<file path="src/rtl/sfr_pkg.sv">
package sfr_pkg;
  typedef enum logic {
    ST_IDLE  = 1'b0,
    ST_SHIFT = 1'b1
  } sfr_state_e;

  function automatic int unsigned sfr_max(input int unsigned a, input int unsigned b);
    return (a > b) ? a : b;
  endfunction
endpackage

</file>
<file path="src/rtl/sfr_rst_sync.sv">
module sfr_rst_sync #(
  parameter int unsigned STAGES = 2
) (
  input  logic clk,
  input  logic rst_n,
  output logic rst_n_o
);
  logic [STAGES-1:0] chain_q;

  always_ff @(posedge clk or negedge rst_n) begin
    if (!rst_n) chain_q <= '0;
    else        chain_q <= {chain_q[STAGES-2:0], 1'b1};
  end

  assign rst_n_o = chain_q[STAGES-1];
endmodule

</file>
<file path="src/rtl/sfr_frame_ctrl.sv">
module sfr_frame_ctrl
  import sfr_pkg::*;
#(
  parameter int unsigned NORM_BITS = 18,
  parameter int unsigned CASC_BITS = 32,
  parameter int unsigned CNT_W     = 6
) (
  input  logic clk,
  input  logic rst_n,
  input  logic marker_i,
  input  logic cascade_i,
  output logic shift_en_o,
  output logic done_o,
  output logic abort_o,
  output logic mode_o
);
  sfr_state_e       state_q, state_d;
  logic [CNT_W-1:0] cnt_q, cnt_d;
  logic             mode_q, mode_d;
  logic [CNT_W-1:0] len;
  logic             last_bit;

  assign len      = mode_q ? CNT_W'(CASC_BITS) : CNT_W'(NORM_BITS);
  assign last_bit = (cnt_q == len - CNT_W'(1));

  always_comb begin
    state_d = state_q;
    cnt_d   = cnt_q;
    mode_d  = mode_q;
    if (marker_i) begin
      state_d = ST_SHIFT;
      cnt_d   = '0;
      mode_d  = cascade_i;
    end else if (state_q == ST_SHIFT) begin
      if (last_bit) begin
        state_d = ST_IDLE;
        cnt_d   = '0;
      end else begin
        cnt_d = cnt_q + CNT_W'(1);
      end
    end
  end

  always_ff @(posedge clk or negedge rst_n) begin
    if (!rst_n) begin
      state_q <= ST_IDLE;
      cnt_q   <= '0;
      mode_q  <= 1'b0;
    end else begin
      state_q <= state_d;
      cnt_q   <= cnt_d;
      mode_q  <= mode_d;
    end
  end

  assign shift_en_o = (state_q == ST_SHIFT) && !marker_i;
  assign done_o     = shift_en_o && last_bit;
  assign abort_o    = (state_q == ST_SHIFT) && marker_i;
  assign mode_o     = mode_q;

  // the bit counter never passes the payload length
  a_r5_cnt_bound: assert property (@(posedge clk) disable iff (!rst_n)
    (state_q == ST_SHIFT) |-> (cnt_q < len));

  // the latched mode only changes at a marker
  a_r8_mode_hold: assert property (@(posedge clk) disable iff (!rst_n)
    !marker_i |=> $stable(mode_q));
endmodule

</file>
<file path="src/rtl/sfr_shifter.sv">
module sfr_shifter #(
  parameter int unsigned WIDTH = 32
) (
  input  logic             clk,
  input  logic             rst_n,
  input  logic             en_i,
  input  logic             bit_i,
  output logic [WIDTH-1:0] frame_o
);
  logic [WIDTH-1:0] sr_q, sr_d;

  always_comb begin
    sr_d = sr_q;
    if (en_i) sr_d = {sr_q[WIDTH-2:0], bit_i};
  end

  always_ff @(posedge clk or negedge rst_n) begin
    if (!rst_n) sr_q <= '0;
    else        sr_q <= sr_d;
  end

  assign frame_o = sr_d;
endmodule

</file>
<file path="src/rtl/sfr_sign_ext.sv">
module sfr_sign_ext #(
  parameter int unsigned IN_W  = 18,
  parameter int unsigned OUT_W = 32
) (
  input  logic [IN_W-1:0]  val_i,
  output logic [OUT_W-1:0] val_o
);
  localparam int unsigned PAD_W = OUT_W - IN_W;

  generate
    if (PAD_W == 0) begin : g_same
      assign val_o = val_i;
    end else begin : g_pad
      assign val_o = {{PAD_W{val_i[IN_W-1]}}, val_i};
    end
  endgenerate
endmodule

</file>
<file path="src/rtl/sfr_word_rx.sv">
module sfr_word_rx
  import sfr_pkg::*;
#(
  parameter int unsigned NORM_BITS = 18,
  parameter int unsigned CHAN_BITS = 16,
  parameter int unsigned OUT_W     = 32
) (
  input  logic             clk,
  input  logic             rst_n,
  input  logic             sync_pol_i,
  input  logic             cascade_i,
  input  logic             sync_i,
  input  logic             data_i,
  output logic [OUT_W-1:0] word_o,
  output logic [OUT_W-1:0] chan_a_o,
  output logic [OUT_W-1:0] chan_b_o,
  output logic             valid_o,
  output logic             err_o
);
  localparam int unsigned CASC_BITS = 2 * CHAN_BITS;
  localparam int unsigned FRAME_W   = sfr_max(NORM_BITS, CASC_BITS);
  localparam int unsigned CNT_W     = $clog2(FRAME_W + 1);
  localparam int unsigned N_CHAN    = 2;

  logic               rst_n_s;
  logic               marker;
  logic               shift_en, done, abort, mode;
  logic [FRAME_W-1:0] frame;
  logic [OUT_W-1:0]   norm_ext;
  logic [OUT_W-1:0]   chan_ext [N_CHAN];

  logic [OUT_W-1:0] word_q, word_d, cha_q, cha_d, chb_q, chb_d;
  logic             valid_q, valid_d, err_q, err_d;
  logic             word_en, casc_en;

  sfr_rst_sync #(.STAGES(2)) u_rst_sync (
    .clk     (clk),
    .rst_n   (rst_n),
    .rst_n_o (rst_n_s)
  );

  assign marker = (sync_i == sync_pol_i);

  sfr_frame_ctrl #(
    .NORM_BITS (NORM_BITS),
    .CASC_BITS (CASC_BITS),
    .CNT_W     (CNT_W)
  ) u_ctrl (
    .clk        (clk),
    .rst_n      (rst_n_s),
    .marker_i   (marker),
    .cascade_i  (cascade_i),
    .shift_en_o (shift_en),
    .done_o     (done),
    .abort_o    (abort),
    .mode_o     (mode)
  );

  sfr_shifter #(.WIDTH(FRAME_W)) u_shift (
    .clk     (clk),
    .rst_n   (rst_n_s),
    .en_i    (shift_en),
    .bit_i   (data_i),
    .frame_o (frame)
  );

  sfr_sign_ext #(.IN_W(NORM_BITS), .OUT_W(OUT_W)) u_sx_norm (
    .val_i (frame[NORM_BITS-1:0]),
    .val_o (norm_ext)
  );

  // index 0 = later (low) half, index 1 = earlier (high) half
  for (genvar gi = 0; gi < N_CHAN; gi++) begin : g_chan
    sfr_sign_ext #(.IN_W(CHAN_BITS), .OUT_W(OUT_W)) u_sx_chan (
      .val_i (frame[gi*CHAN_BITS +: CHAN_BITS]),
      .val_o (chan_ext[gi])
    );
  end

  assign word_en = done && !mode;
  assign casc_en = done && mode;

  always_comb begin
    word_d  = word_q;
    cha_d   = cha_q;
    chb_d   = chb_q;
    valid_d = done;
    err_d   = abort;
    if (word_en) word_d = norm_ext;
    if (casc_en) begin
      cha_d = chan_ext[1];
      chb_d = chan_ext[0];
    end
  end

  always_ff @(posedge clk or negedge rst_n_s) begin
    if (!rst_n_s) begin
      word_q  <= '0;
      cha_q   <= '0;
      chb_q   <= '0;
      valid_q <= 1'b0;
      err_q   <= 1'b0;
    end else begin
      word_q  <= word_d;
      cha_q   <= cha_d;
      chb_q   <= chb_d;
      valid_q <= valid_d;
      err_q   <= err_d;
    end
  end

  assign word_o   = word_q;
  assign chan_a_o = cha_q;
  assign chan_b_o = chb_q;
  assign valid_o  = valid_q;
  assign err_o    = err_q;

  // valid is a single-cycle strobe
  a_r5_valid_single: assert property (@(posedge clk) disable iff (!rst_n_s)
    valid_o |=> !valid_o);

  // an aborted frame never delivers a result at the same time
  a_r7_err_no_valid: assert property (@(posedge clk) disable iff (!rst_n_s)
    err_o |-> !valid_o);

  // result words only move together with a valid strobe
  a_r9_word_hold: assert property (@(posedge clk) disable iff (!rst_n_s)
    !($stable(word_o) && $stable(chan_a_o) && $stable(chan_b_o)) |-> valid_o);

  // the single-mode word is always a proper sign extension
  a_r3_norm_sext: assert property (@(posedge clk) disable iff (!rst_n_s)
    (word_o[OUT_W-1:NORM_BITS-1] == '0) || (&word_o[OUT_W-1:NORM_BITS-1]));

  // each channel word is always a proper sign extension
  a_r4_chan_sext: assert property (@(posedge clk) disable iff (!rst_n_s)
    ((chan_a_o[OUT_W-1:CHAN_BITS-1] == '0) || (&chan_a_o[OUT_W-1:CHAN_BITS-1])) &&
    ((chan_b_o[OUT_W-1:CHAN_BITS-1] == '0) || (&chan_b_o[OUT_W-1:CHAN_BITS-1])));
endmodule

</file>
<file path="config.mk">
export PLATFORM = sky130hd
export DESIGN_NAME = sfr_word_rx
export DESIGN_NICKNAME = d
export VERILOG_FILES = /design/src/rtl/sfr_pkg.sv /design/src/rtl/sfr_rst_sync.sv /design/src/rtl/sfr_frame_ctrl.sv /design/src/rtl/sfr_shifter.sv /design/src/rtl/sfr_sign_ext.sv /design/src/rtl/sfr_word_rx.sv
export SDC_FILE = /design/constraint.sdc
export NUM_CORES = 1
export LEC_CHECK = 0
export BUFFER_PORTS_ARGS = -buffer_cell sky130_fd_sc_hd__buf_4
export CAP_MARGIN = 40
export CELL_PAD_IN_SITES_DETAIL_PLACEMENT = 2
export CELL_PAD_IN_SITES_GLOBAL_PLACEMENT = 2
export CORE_MARGIN = 5
export CORE_UTILIZATION = 25
export DETAILED_ROUTE_END_ITERATION = 8
export PLACE_DENSITY = 0.64
export SYNTH_ARGS = -nofsm -noshare
export SYNTH_HDL_FRONTEND = slang
export SYNTH_SLANG_ARGS = --single-unit
</file>
<file path="constraint.sdc">
create_clock -name clk -period 2.6 [get_ports clk]
set_input_delay 0.52 -clock clk [delete_from_list [all_inputs] [get_ports clk]]
set_output_delay 0.52 -clock clk [all_outputs]
set_load 0.02 [all_outputs]
</file>
* After elaboration in Yosys (flattened, before gate mapping)
Cells that the tools add are included.
Storage, ports and cells: bits in registers 94, input bits 6, output and inout port bits 98
Operators by class: add/subtract/negate cells 2, equal/unequal tests 2, muxes and demuxes 8, reductions and logical operators 8
Operators with widths (count):
- 32-bit two-way mux | 1
- 6-bit two-way mux | 4
- 6-bit by 1-bit adder with 6-bit output, second input constant | 1
- 6-bit == test | 1
- 6-bit by 1-bit subtractor with 6-bit output, second input constant | 1
- 1-bit logical AND | 5
- 1-bit two-way mux | 3
- 1-bit logical NOT | 2
- 2-bit nonzero test | 1
- 1-bit == test | 1

* Depth between registers and ports, before layout
Gate-level depths: netlist (run 1).
depth in word-level cells 6, gate-level depth with buffers 4, gate-level depth less buffers 4

* By module
From an unflattened synthesis (run 1), not the netlist that was laid out.
Unflattened totals: cells, all modules 418, area, all modules 6263.5 µm²
By module, submodules not included:
- sfr_word_rx | instances 1, cells each 207, area each 3706.1 µm²
- sfr_shifter | instances 1, cells each 68, area each 1345.0 µm²
- sfr_sign_ext | instances 3, cells each 32, area each 240.2 µm²
- sfr_frame_ctrl | instances 1, cells each 44, area each 437.9 µm²
- sfr_rst_sync | instances 1, cells each 3, area each 53.8 µm²

* Worst setup path after synthesis (run 1)
No wires, ideal clock.
path kind register -> register, from register u_ctrl.cnt_q[2], to register word_q[10] (netlist: word_o[10]), setup time 0.125 ns, arrival time 1.857 ns, slack 0.618 ns, cell stages (with the launch flop) 5, buffers on the path 1, cell sequence dfrtp_1 > or4_4 > nor3_4 > buf_6 > mux2_2
On the way: longest elaborated chain between the ends 3
Ends and longest elaborated chain:
- start, declared | line sfr_frame_ctrl.sv:18 | logic [CNT_W-1:0] cnt_q, cnt_d;
- start signal, assigned | line sfr_frame_ctrl.sv:51 | cnt_q <= cnt_d;
- 6-bit == test | line sfr_frame_ctrl.sv:24 | assign last_bit = (cnt_q == len - CNT_W'(1));
- 1-bit logical AND | line sfr_frame_ctrl.sv:57 | assign done_o = shift_en_o && last_bit;
- 1-bit logical AND | line sfr_word_rx.sv:80 | assign word_en = done && !mode;
- end signal, assigned | line sfr_word_rx.sv:104 | word_q <= word_d;
- end, declared | line sfr_word_rx.sv:32 | logic [OUT_W-1:0] word_q, word_d, cha_q, cha_d, chb_q, chb_d;
Every way passes these cells. A chain may end at the register's enable or synchronous reset.

* Final worst setup path (run 1)
from register u_ctrl.cnt_q[2], to register word_q[12] (netlist: word_o[12])
Same word-level chain as after synthesis.

==> metrics.cfg, run 1 <==
[final_layout]
fin_util=0.3225
layout_commonest_cell=buf_4
num_antenna_cells=0
syn_to_final_growth_pct=26.46
nNetsFinal=345
fin_cells=554
drive_gt1_frac=0.6093
final_cell_mix=buf_4, dfrtp_1, mux2_2
fillers=1577

[timing]
fin_skew_ps=6.750
rsz0062_at_grt=no
worst_pin_slew_ps=669.3
relSlewSlack=0.5538
fin_crit_ps=2230
setup_tns_ps=0
max_freq_mhz=448.4
finalCritPeriodShare=0.8578
hold_violations=0
slew_violations=0
setup_viol=0

[worst_setup_path]
worstSetupEndpointType=flop
required_ps=2810
crit_type=reg2reg
crit_fanout=10
start_kind=flop
cpMaxStageDelayCell=or4_4
arrival_ps=2440
cpPeakStageDelay_ps=600
regToRegSetupSlack_ps=370
crit_chain=or4_4, nor3_4, buf_8, mux2_2

[routing]
route.detailed.drc=0
dr.pass1.iters=4
wl_mm=8.636
avgRoutedWirePerCell_um=15.59
vias_per_cell=4.152
detail-route-antenna-nets=0
drt_iter0_drc=67
vias=2300

[place]
place_congestion=0.7408
dp_hpwl_mm=6.095
io_buffers=103
dp_cells=537

[die]
die_area_um2=18160
ioPinCount=104
rows=45
die_w_um=134.8
coreArea_um2=15260
die_h_um=134.8
start_util=0.2550

[logic_synthesis]
syn_area_um2=3891
yosysSeqAreaShare=0.5981
ys_types=30
syn_inst=268
yosys_warnings=0
netlist.top_cell.by_area=dfrtp_1
synth_area_leaders=dfrtp_1, mux2_2, buf_4
syn_avg_cell_area_um2=14.52
syn_nets=275
ys_ff_latch=93
yosys.area.top_type_share=0.5981

[global_routing]
grt_max_degree=50
grt_pass1_vias=2537
grt_pass1_wl_mm=13.94
globalRouteOverflowTotal=0
track_usage=0.09843
antenna_found_initial=0

[cts]
htreeDepth=3
cts.clk_slew.worst_paths_ps=60
clk_path_buf_depth=2
cts_sinks=93
clk_latency_ps=330
cts_root_buf=clkbuf_16
cts_tree=yes
post_cts_buffers=0
cts_buffers=9

[power_and_ir_drop]
leakagePower_nw=2.475
power.density_nw_per_um2=703.8
p_total_mw=3.463
vdd_drop_max_uv=280.9

[status]
status=finished, final reports clean

[hold_path]
timing.hold.worst.class=reg2async

[flow_run]
max_cap_violations=0

worst max-delay path, delay by kind of cell, from the launching register on:
kind / cells / cell delay [ps]
buf+inv: 1 / 220
flops: 1 / 460
mux: 1 / 340
simple gates: 2 / 1090
power breakdown:
group | switching, mW | internal [mW] | leakage (nW)
Sequential | 0.221 | 1.68 | 1.23
Combinational | 0.130 | 0.229 | 1.11
Clock | 0.526 | 0.676 | 0.130
Total | 0.877 | 2.59 | 2.47
cells in the mapped netlist:
| master | count |
|---|---|
| nor3_4 | 1 |
| buf_1 | 3 |
| mux2_2 | 79 |
| o211ai_1 | 1 |
| a21oi_1 | 2 |
| conb_1 | 1 |
| o22ai_1 | 1 |
| xnor2_1 | 2 |
| nand4_1 | 3 |
| o21ai_0 | 3 |
| inv_1 | 1 |
| nand3b_1 | 1 |
| nand2_1 | 4 |
| buf_2 | 3 |
| nor2_1 | 3 |
| dfrtp_1 | 93 |
| nand4b_1 | 1 |
| or4_4 | 1 |
| xor2_1 | 2 |
| a211oi_1 | 1 |
| ha_1 | 1 |
| or4_1 | 1 |
| buf_4 | 46 |
| clkbuf_1 | 1 |
| a2111oi_0 | 1 |
| nor3_2 | 1 |
| buf_6 | 1 |
| and3_2 | 1 |
| mux2_1 | 3 |
| nand3_1 | 6 |
worst paths after layout:
check,start,endpoint,depth (start not counted)
worst max register to register,u_ctrl.cnt_q[2],word_o[12],4
worst min register to register,u_rst_sync.chain_q[1],u_ctrl.cnt_q[2],0
worst max-delay path,u_ctrl.cnt_q[2],word_o[12],4
worst min-delay path,u_rst_sync.chain_q[1],u_ctrl.cnt_q[2],0
max in group asynchronous,u_rst_sync.chain_q[1],word_o[13],1
min in group clk,u_rst_sync.chain_q[0],u_rst_sync.chain_q[1],0
final cells by class:
| cell class | count | area (µm²) | area share |
|---|---|---|---|
| Clock buffer | 13 | 250.2 | 0.05085 |
| Clock inverter | 3 | 21.27 | 0.004322 |
| Inverter | 1 | 3.754 | 0.0007628 |
| Multi-Input combinational cell | 120 | 1180 | 0.2398 |
| Sequential cell | 93 | 2331 | 0.4737 |
| Tap cell | 211 | 264.0 | 0.05365 |
| Timing Repair Buffer | 113 | 870.8 | 0.1770 |
kinds of logic after synthesis:
group	synth area share
adder cells (fa/ha/maj)	0.003215
multiplexers	0.2373
AND/OR/NAND/NOR	0.03698
buffers and inverters	0.1003
AO/OA/AOI/OAI	0.01415
XOR/XNOR	0.009005
other	0.0009637
flip-flops	0.5981
state kept, by name (all words and copies together) (netlist names):
signal              count
valid_o                 1
err_o                   1
word_o                 18
u_shift.sr_q           31
u_ctrl.state_q          1
chan_b_o               16
u_rst_sync.chain_q      2
chan_a_o               16
u_ctrl.cnt_q            6
u_ctrl.mode_o           1
per-layer routing:
layer  wire (µm)  GRT usage  up-vias
met5           0          0        -
met4         147    0.03846        0
met3         641    0.03689       11
met2        4052     0.1548       77
met1        3795     0.1228     1184
li1            -          -     1028
through the flow:
step                hold WS (ps)  worst slack, ps  instance area, µm²
floorplan                  224.4            618.1                3892
global placement           304.4            254.3                4624
detailed placement         307.8            335.8                4639
CTS                        361.0            329.8                4921
global route               364.0            261.4                4921
finish                     356.5            369.7                4921
what timing repair did:
| item | CTS | global route |
|---|---|---|
| resized for setup | 0 | 0 |
| hold buffers | 1 | 0 |
| endpoints found under the hold margin | 2 | 0 |
Note: power is estimated with default switching activity, not from simulation.
==> inputs of run 2 (changes only) <==
CORE_UTILIZATION = 32   (was 25)
PLACE_DENSITY = 0.78   (was 0.64)
SLEW_MARGIN = 20   (was unset)
==> run 2 against run 1 <==
Net effect: sequential share of layout area increased by 0.41 points; critical endpoint is now word_o[16]; wire length decreased by 0.14%; highest routed layer unchanged; via count increased by 1.6%; total power increased by 4.1%.
==> metrics.cfg, run 2 (synthesized netlist as in run 1, its figures left out) <==
[status]
status=finished, final reports clean

[global_routing]
globalRouteOverflowTotal=0  ; unchanged
antenna_found_initial=0  ; unchanged
grt_max_degree=49  ; -2.0%
track_usage=0.1232  ; +0.02480
grt_pass1_wl_mm=14.37  ; +3.1%
grt_pass1_vias=2574  ; +1.5%

[routing]
wl_mm=8.624  ; -0.14%
detail-route-antenna-nets=0  ; unchanged
drt_iter0_drc=60  ; -10%
dr.pass1.iters=4  ; unchanged
vias=2337  ; +1.6%
route.detailed.drc=0  ; unchanged
vias_per_cell=4.769  ; +15%
avgRoutedWirePerCell_um=17.60  ; +13%

[cts]
htreeDepth=3  ; unchanged
cts_root_buf=clkbuf_16
clk_path_buf_depth=2  ; unchanged
cts_tree=yes
cts_buffers=9  ; unchanged
clk_latency_ps=330  ; about the same
cts_resized=0  ; unchanged
cts_sinks=93  ; unchanged
cts.clk_slew.worst_paths_ps=60  ; about the same

[final_layout]
drive_gt1_frac=0.6181  ; +0.008746
fin_cells=490  ; -12%
nNetsFinal=345  ; unchanged
final_cell_mix=buf_4, dfrtp_1, mux2_2
syn_to_final_growth_pct=25.37
num_antenna_cells=0  ; unchanged
regMostFlops=u_shift.sr_q
largest_reg_flops=31  ; unchanged
fillers=1191  ; -24%
layout_commonest_cell=buf_4

[timing]
fin_skew_ps=7.709  ; +0.9588 ps
setup_tns_ps=0  ; unchanged
slew_violations=0  ; unchanged
worst_pin_slew_ps=655.7  ; -13.60 ps
max_freq_mhz=459.2  ; +2.4%
rsz0062_at_grt=no
finalCritPeriodShare=0.8376  ; -0.02023
setup_viol=0  ; unchanged
hold_violations=0  ; unchanged
relSlewSlack=0.5629  ; +0.009067
timing.final.ws_setup_ps=422.3  ; +52.60 ps
fin_crit_ps=2178  ; -52.60 ps

[worst_setup_path]
worstSetupEndpointType=flop
start_kind=flop
rr_worst_depth=4  ; unchanged
crit_fanout=13  ; +3
required_ps=2810  ; about the same
crit_path_end=word_o[16]
r2r-end=word_o[16]
arrival_ps=2390  ; -50 ps
regToRegSetupSlack_ps=420  ; +50 ps
crit_type=reg2reg
startpoint=u_ctrl.cnt_q[2]
r2r-start=u_ctrl.cnt_q[2]

[place]
place_congestion=0.7411  ; about the same
pre_cts_ws_ps=459.7  ; +123.9 ps
dp_hpwl_mm=5.980  ; -1.9%
io_buffers=103  ; unchanged
dp_cells=472  ; -12%

[die]
ioPinCount=104  ; unchanged
rows=40  ; -11%
coreArea_um2=11960  ; -22%
die_area_um2=14460  ; -20%
die_h_um=120.3  ; -11%
start_util=0.3253  ; +0.07029
die_w_um=120.3  ; -11%

[hold_path]
timing.hold.worst.class=reg2reg

[power_and_ir_drop]
leakagePower_nw=2.492  ; +0.67%
power.density_nw_per_um2=739.0  ; +5.0%
p_total_mw=3.605  ; +4.1%
vdd_drop_max_uv=376.5  ; +34%

[flow_run]
max_cap_violations=0  ; unchanged

[run 2: changes by cell type in the layout (fill, tap and decap cells not counted)]
cell	change
bufinv_16	+1
inv_8	+1
clkbuf_1	-3
clkinvlp_4	+1
clkbuf_4	+1
buf_4	-1
[run 2: worst min path at each step]
stage	startpoint	endpoint	cells past startpoint
detailed placement	rst_n	u_rst_sync.chain_q[0]	1
global placement	rst_n	u_rst_sync.chain_q[0]	1
global route	u_rst_sync.chain_q[0]	u_rst_sync.chain_q[1]	0
CTS	u_rst_sync.chain_q[0]	u_rst_sync.chain_q[1]	0
floorplan	rst_n	u_rst_sync.chain_q[0]	0
finish	u_rst_sync.chain_q[0]	u_rst_sync.chain_q[1]	0
[run 2: layer usage]
| metal | part of all wire | up-vias | track usage | wire length [µm] |
|---|---|---|---|---|
| met2 | 0.50 | 77 | 0.1978 | 4294 |
| met3 | 0.063 | 7 | 0.03601 | 543 |
| met5 | 0 | - | 0 | 0 |
| met4 | 0.010 | 0 | 0.03824 | 87 |
| li1 | - | 1031 | - | - |
| met1 | 0.43 | 1222 | 0.1615 | 3700 |
[run 2: critical path, stage by stage, from the launching register on]
cell	delay, ps
dfrtp_1	470
or4_4	610
nor3_4	400
buf_8	220
mux2_2	350
[run 2: power by group]
part	leakage, nW	internal, mW	switching (mW)
Combinational	1.11	0.229	0.133
Clock	0.147	0.778	0.556
Sequential	1.23	1.68	0.228
[run 2: stage by stage]
stage                     area, µm²  hold WS (ps)    util
after CTS                      4871         362.8  0.4072
final                          4878         354.9  0.4078
after global placement         4537         303.9  0.3793
after global routing           4878         380.6  0.4078
after detailed placement       4552         305.3  0.3805
after floorplan                3892         224.4       -
[run 2: area by class of cell]
cell class	count	area, µm²	share of cell area
inverter	1	3.754	0.0007694
timing repair buffer	113	870.8	0.1785
clock inverter	6	70.07	0.01436
clock buffer	10	239.0	0.04899
tap	147	183.9	0.03770
sequential	93	2331	0.4778
multi-input combinational	120	1180	0.2419
[run 2: what timing repair did]
item                                   4_1_cts  5_1_grt
hold buffers                                 1        0
buffers inserted                             0        0
endpoints found under the hold margin        2        0
==> inputs of run 3 (changes only) <==
clock period = 1.9 ns   (was 2.6 ns; I/O delays follow)
==> run 3 against run 2 <==
Net effect: global-route usage up 0.53 points; largest cell class unchanged; highest routed layer unchanged; worst hold slack worse by 92 ps; critical path type unchanged; design area up 2.3%; non-clock buffer count up 10; largest power group unchanged.
==> metrics.cfg, run 3 (synthesized netlist as in run 1, its figures left out) <==
[die]
rows=40  ; unchanged
coreArea_um2=11960  ; unchanged
die_w_um=120.3  ; unchanged
ioPinCount=104  ; unchanged
die_area_um2=14460  ; unchanged
start_util=0.3253  ; unchanged
die_h_um=120.3  ; unchanged

[power_and_ir_drop]
p_total_mw=4.984  ; +38%
vdd_drop_max_uv=416.1  ; +11%
p_int_mw=3.703  ; +38%
power.density_nw_per_um2=998.3  ; +35%
combPwrFrac=0.113  ; +0.012
clkPwrFrac=0.365  ; -0.005
netSwitchingFraction=0.2569  ; +0.002561
switchingPower_mw=1.280  ; +40%
leakagePower_nw=2.553  ; +2.5%
pwr-share-seq=0.522  ; -0.008

[global_routing]
grt_pass1_wl_mm=14.56  ; +1.4%
grt_max_degree=47  ; -4.1%
antenna_found_initial=0  ; unchanged
grt_pass1_vias=2640  ; +2.6%
globalRouteOverflowTotal=0  ; unchanged
track_usage=0.1285  ; +0.005300

[timing]
setup_viol=0  ; unchanged
slew_violations=0  ; unchanged
max_freq_mhz=554.4  ; +21%
worst_pin_slew_ps=528.7  ; -127.0 ps
finalCritPeriodShare=0.9494  ; +0.1118
hold_slack_ps=263.3  ; -91.67 ps
fin_skew_ps=8.605  ; +0.8958 ps
hold_violations=0  ; unchanged
relSlewSlack=0.6475  ; +0.08466
rsz0062_at_grt=no
setup_tns_ps=0  ; unchanged
fin_crit_ps=1804  ; -373.9 ps

[hold_path]
timing.hold.worst.class=in2reg

[final_layout]
final_cell_mix=buf_4, dfrtp_1, mux2_2
syn_to_final_growth_pct=28.30
multiInputGateArea_um2=1184  ; +0.32%
drive_gt1_frac=0.6289  ; +0.01082
nNetsFinal=355  ; +2.9%
regMostFlops=u_shift.sr_q
layout_commonest_cell=buf_4
fillers=1191  ; unchanged
largest_reg_flops=31  ; unchanged
fin_area_um2=4992  ; +2.3%
regArea_um2=2331  ; unchanged
fin_cells=500  ; +2.0%
num_antenna_cells=0  ; unchanged

[worst_setup_path]
start_kind=flop
crit_type=reg2reg
worstSetupEndpointType=flop
crit_family=simple AND/OR/NAND/NOR gates
cpMaxStageDelayCell=or4_4
cpPeakStageDelay_ps=560  ; -50 ps
crit_chain=or4_4, nor3_4, buf_8, mux2_2
crit_fanout=10  ; -3
required_ps=2120  ; -690 ps
crit_buf_inv=1  ; unchanged
arrival_ps=2020  ; -370 ps

[place]
dp_cells=482  ; +2.1%
io_buffers=103  ; unchanged
place_congestion=0.7526  ; +1.6%
dp_hpwl_mm=6.430  ; +7.5%
placed_area_um2=4664  ; +2.5%

[cts]
clk_latency_ps=340  ; about the same
htreeDepth=3  ; unchanged
clk_path_buf_depth=2  ; unchanged
cts_buffers=9  ; unchanged
cts_root_buf=clkbuf_16
cts.clk_slew.worst_paths_ps=60  ; about the same
cts_sinks=93  ; unchanged
cts_tree=yes

[routing]
avgRoutedWirePerCell_um=18.07  ; +2.7%
dr.pass1.iters=3  ; -1
drt_iter0_drc=57  ; -5.0%
vias=2347  ; +0.43%
vias_per_cell=4.694  ; -1.6%
route.detailed.drc=0  ; unchanged
detail-route-antenna-nets=0  ; unchanged
wl_mm=9.034  ; +4.8%

[status]
status=finished, final reports clean

[flow_run]
max_cap_violations=0  ; unchanged

run 3: power by group through the flow:
stage                     Combinational, mW  Sequential [mW]  Clock [mW]
after floorplan                       0.378             2.54           0
after global placement                0.524             2.61           0
after detailed placement              0.569             2.64           0
after CTS                             0.577             2.61        1.87
after global routing                  0.624             2.65        1.97
final                                 0.563             2.60        1.82
run 3: per-layer routing:
layer  up-vias  track usage  part of all wire
li1       1045            -                 -
met1      1218       0.1571              0.41
met2        74       0.2164              0.51
met3        10      0.04022             0.072
met4         0      0.04249             0.013
met5         -            0                 0
run 3: final timing paths:
kind                                             from             to  slack (ps)  depth (start not counted)
worst min-delay path                        cascade_i  u_ctrl.mode_o         260                          3
max in group asynchronous       u_rst_sync.chain_q[1]  u_ctrl.mode_o         980                          1
min in group asynchronous       u_rst_sync.chain_q[1]    chan_b_o[3]         300                          0
worst max register to register          u_ctrl.mode_o      word_o[9]         100                          4
worst min register to register  u_rst_sync.chain_q[1]    chan_b_o[3]         300                          0
worst max-delay path                    u_ctrl.mode_o      word_o[9]         100                          4
run 3: layout make-up:
class	count	share of cell area
inverter	1	0.0007519
timing repair buffer	123	0.1977
sequential	93	0.4669
tap	147	0.03684
multi-input combinational	120	0.2371
clock inverter	5	0.01203
clock buffer	11	0.04862
run 3: what timing repair did:
item	4_1_cts	5_1_grt
buffers inserted	1	0
gates resized for setup	0	2
cloned	0	0
endpoints found under the setup margin	10	11
hold buffers	1	0
pin swaps	1	1
endpoints found under the hold margin	2	0
run 3: metrics by stage:
stage            util  setup WS [ps]
5_1_grt        0.4174          3.556
3_3_place_gp   0.3887         -270.5
2_1_floorplan       -         -3.966
3_5_place_dp   0.3900         -162.6
6_report       0.4174          96.18
4_1_cts        0.4167          32.60
run 3: worst register-to-register path, cell delays in order (launching register included):
cell and delay (ps):
dfrtp_1 380, or4_4 560, nor3_4 220, buf_8 190, mux2_2 350
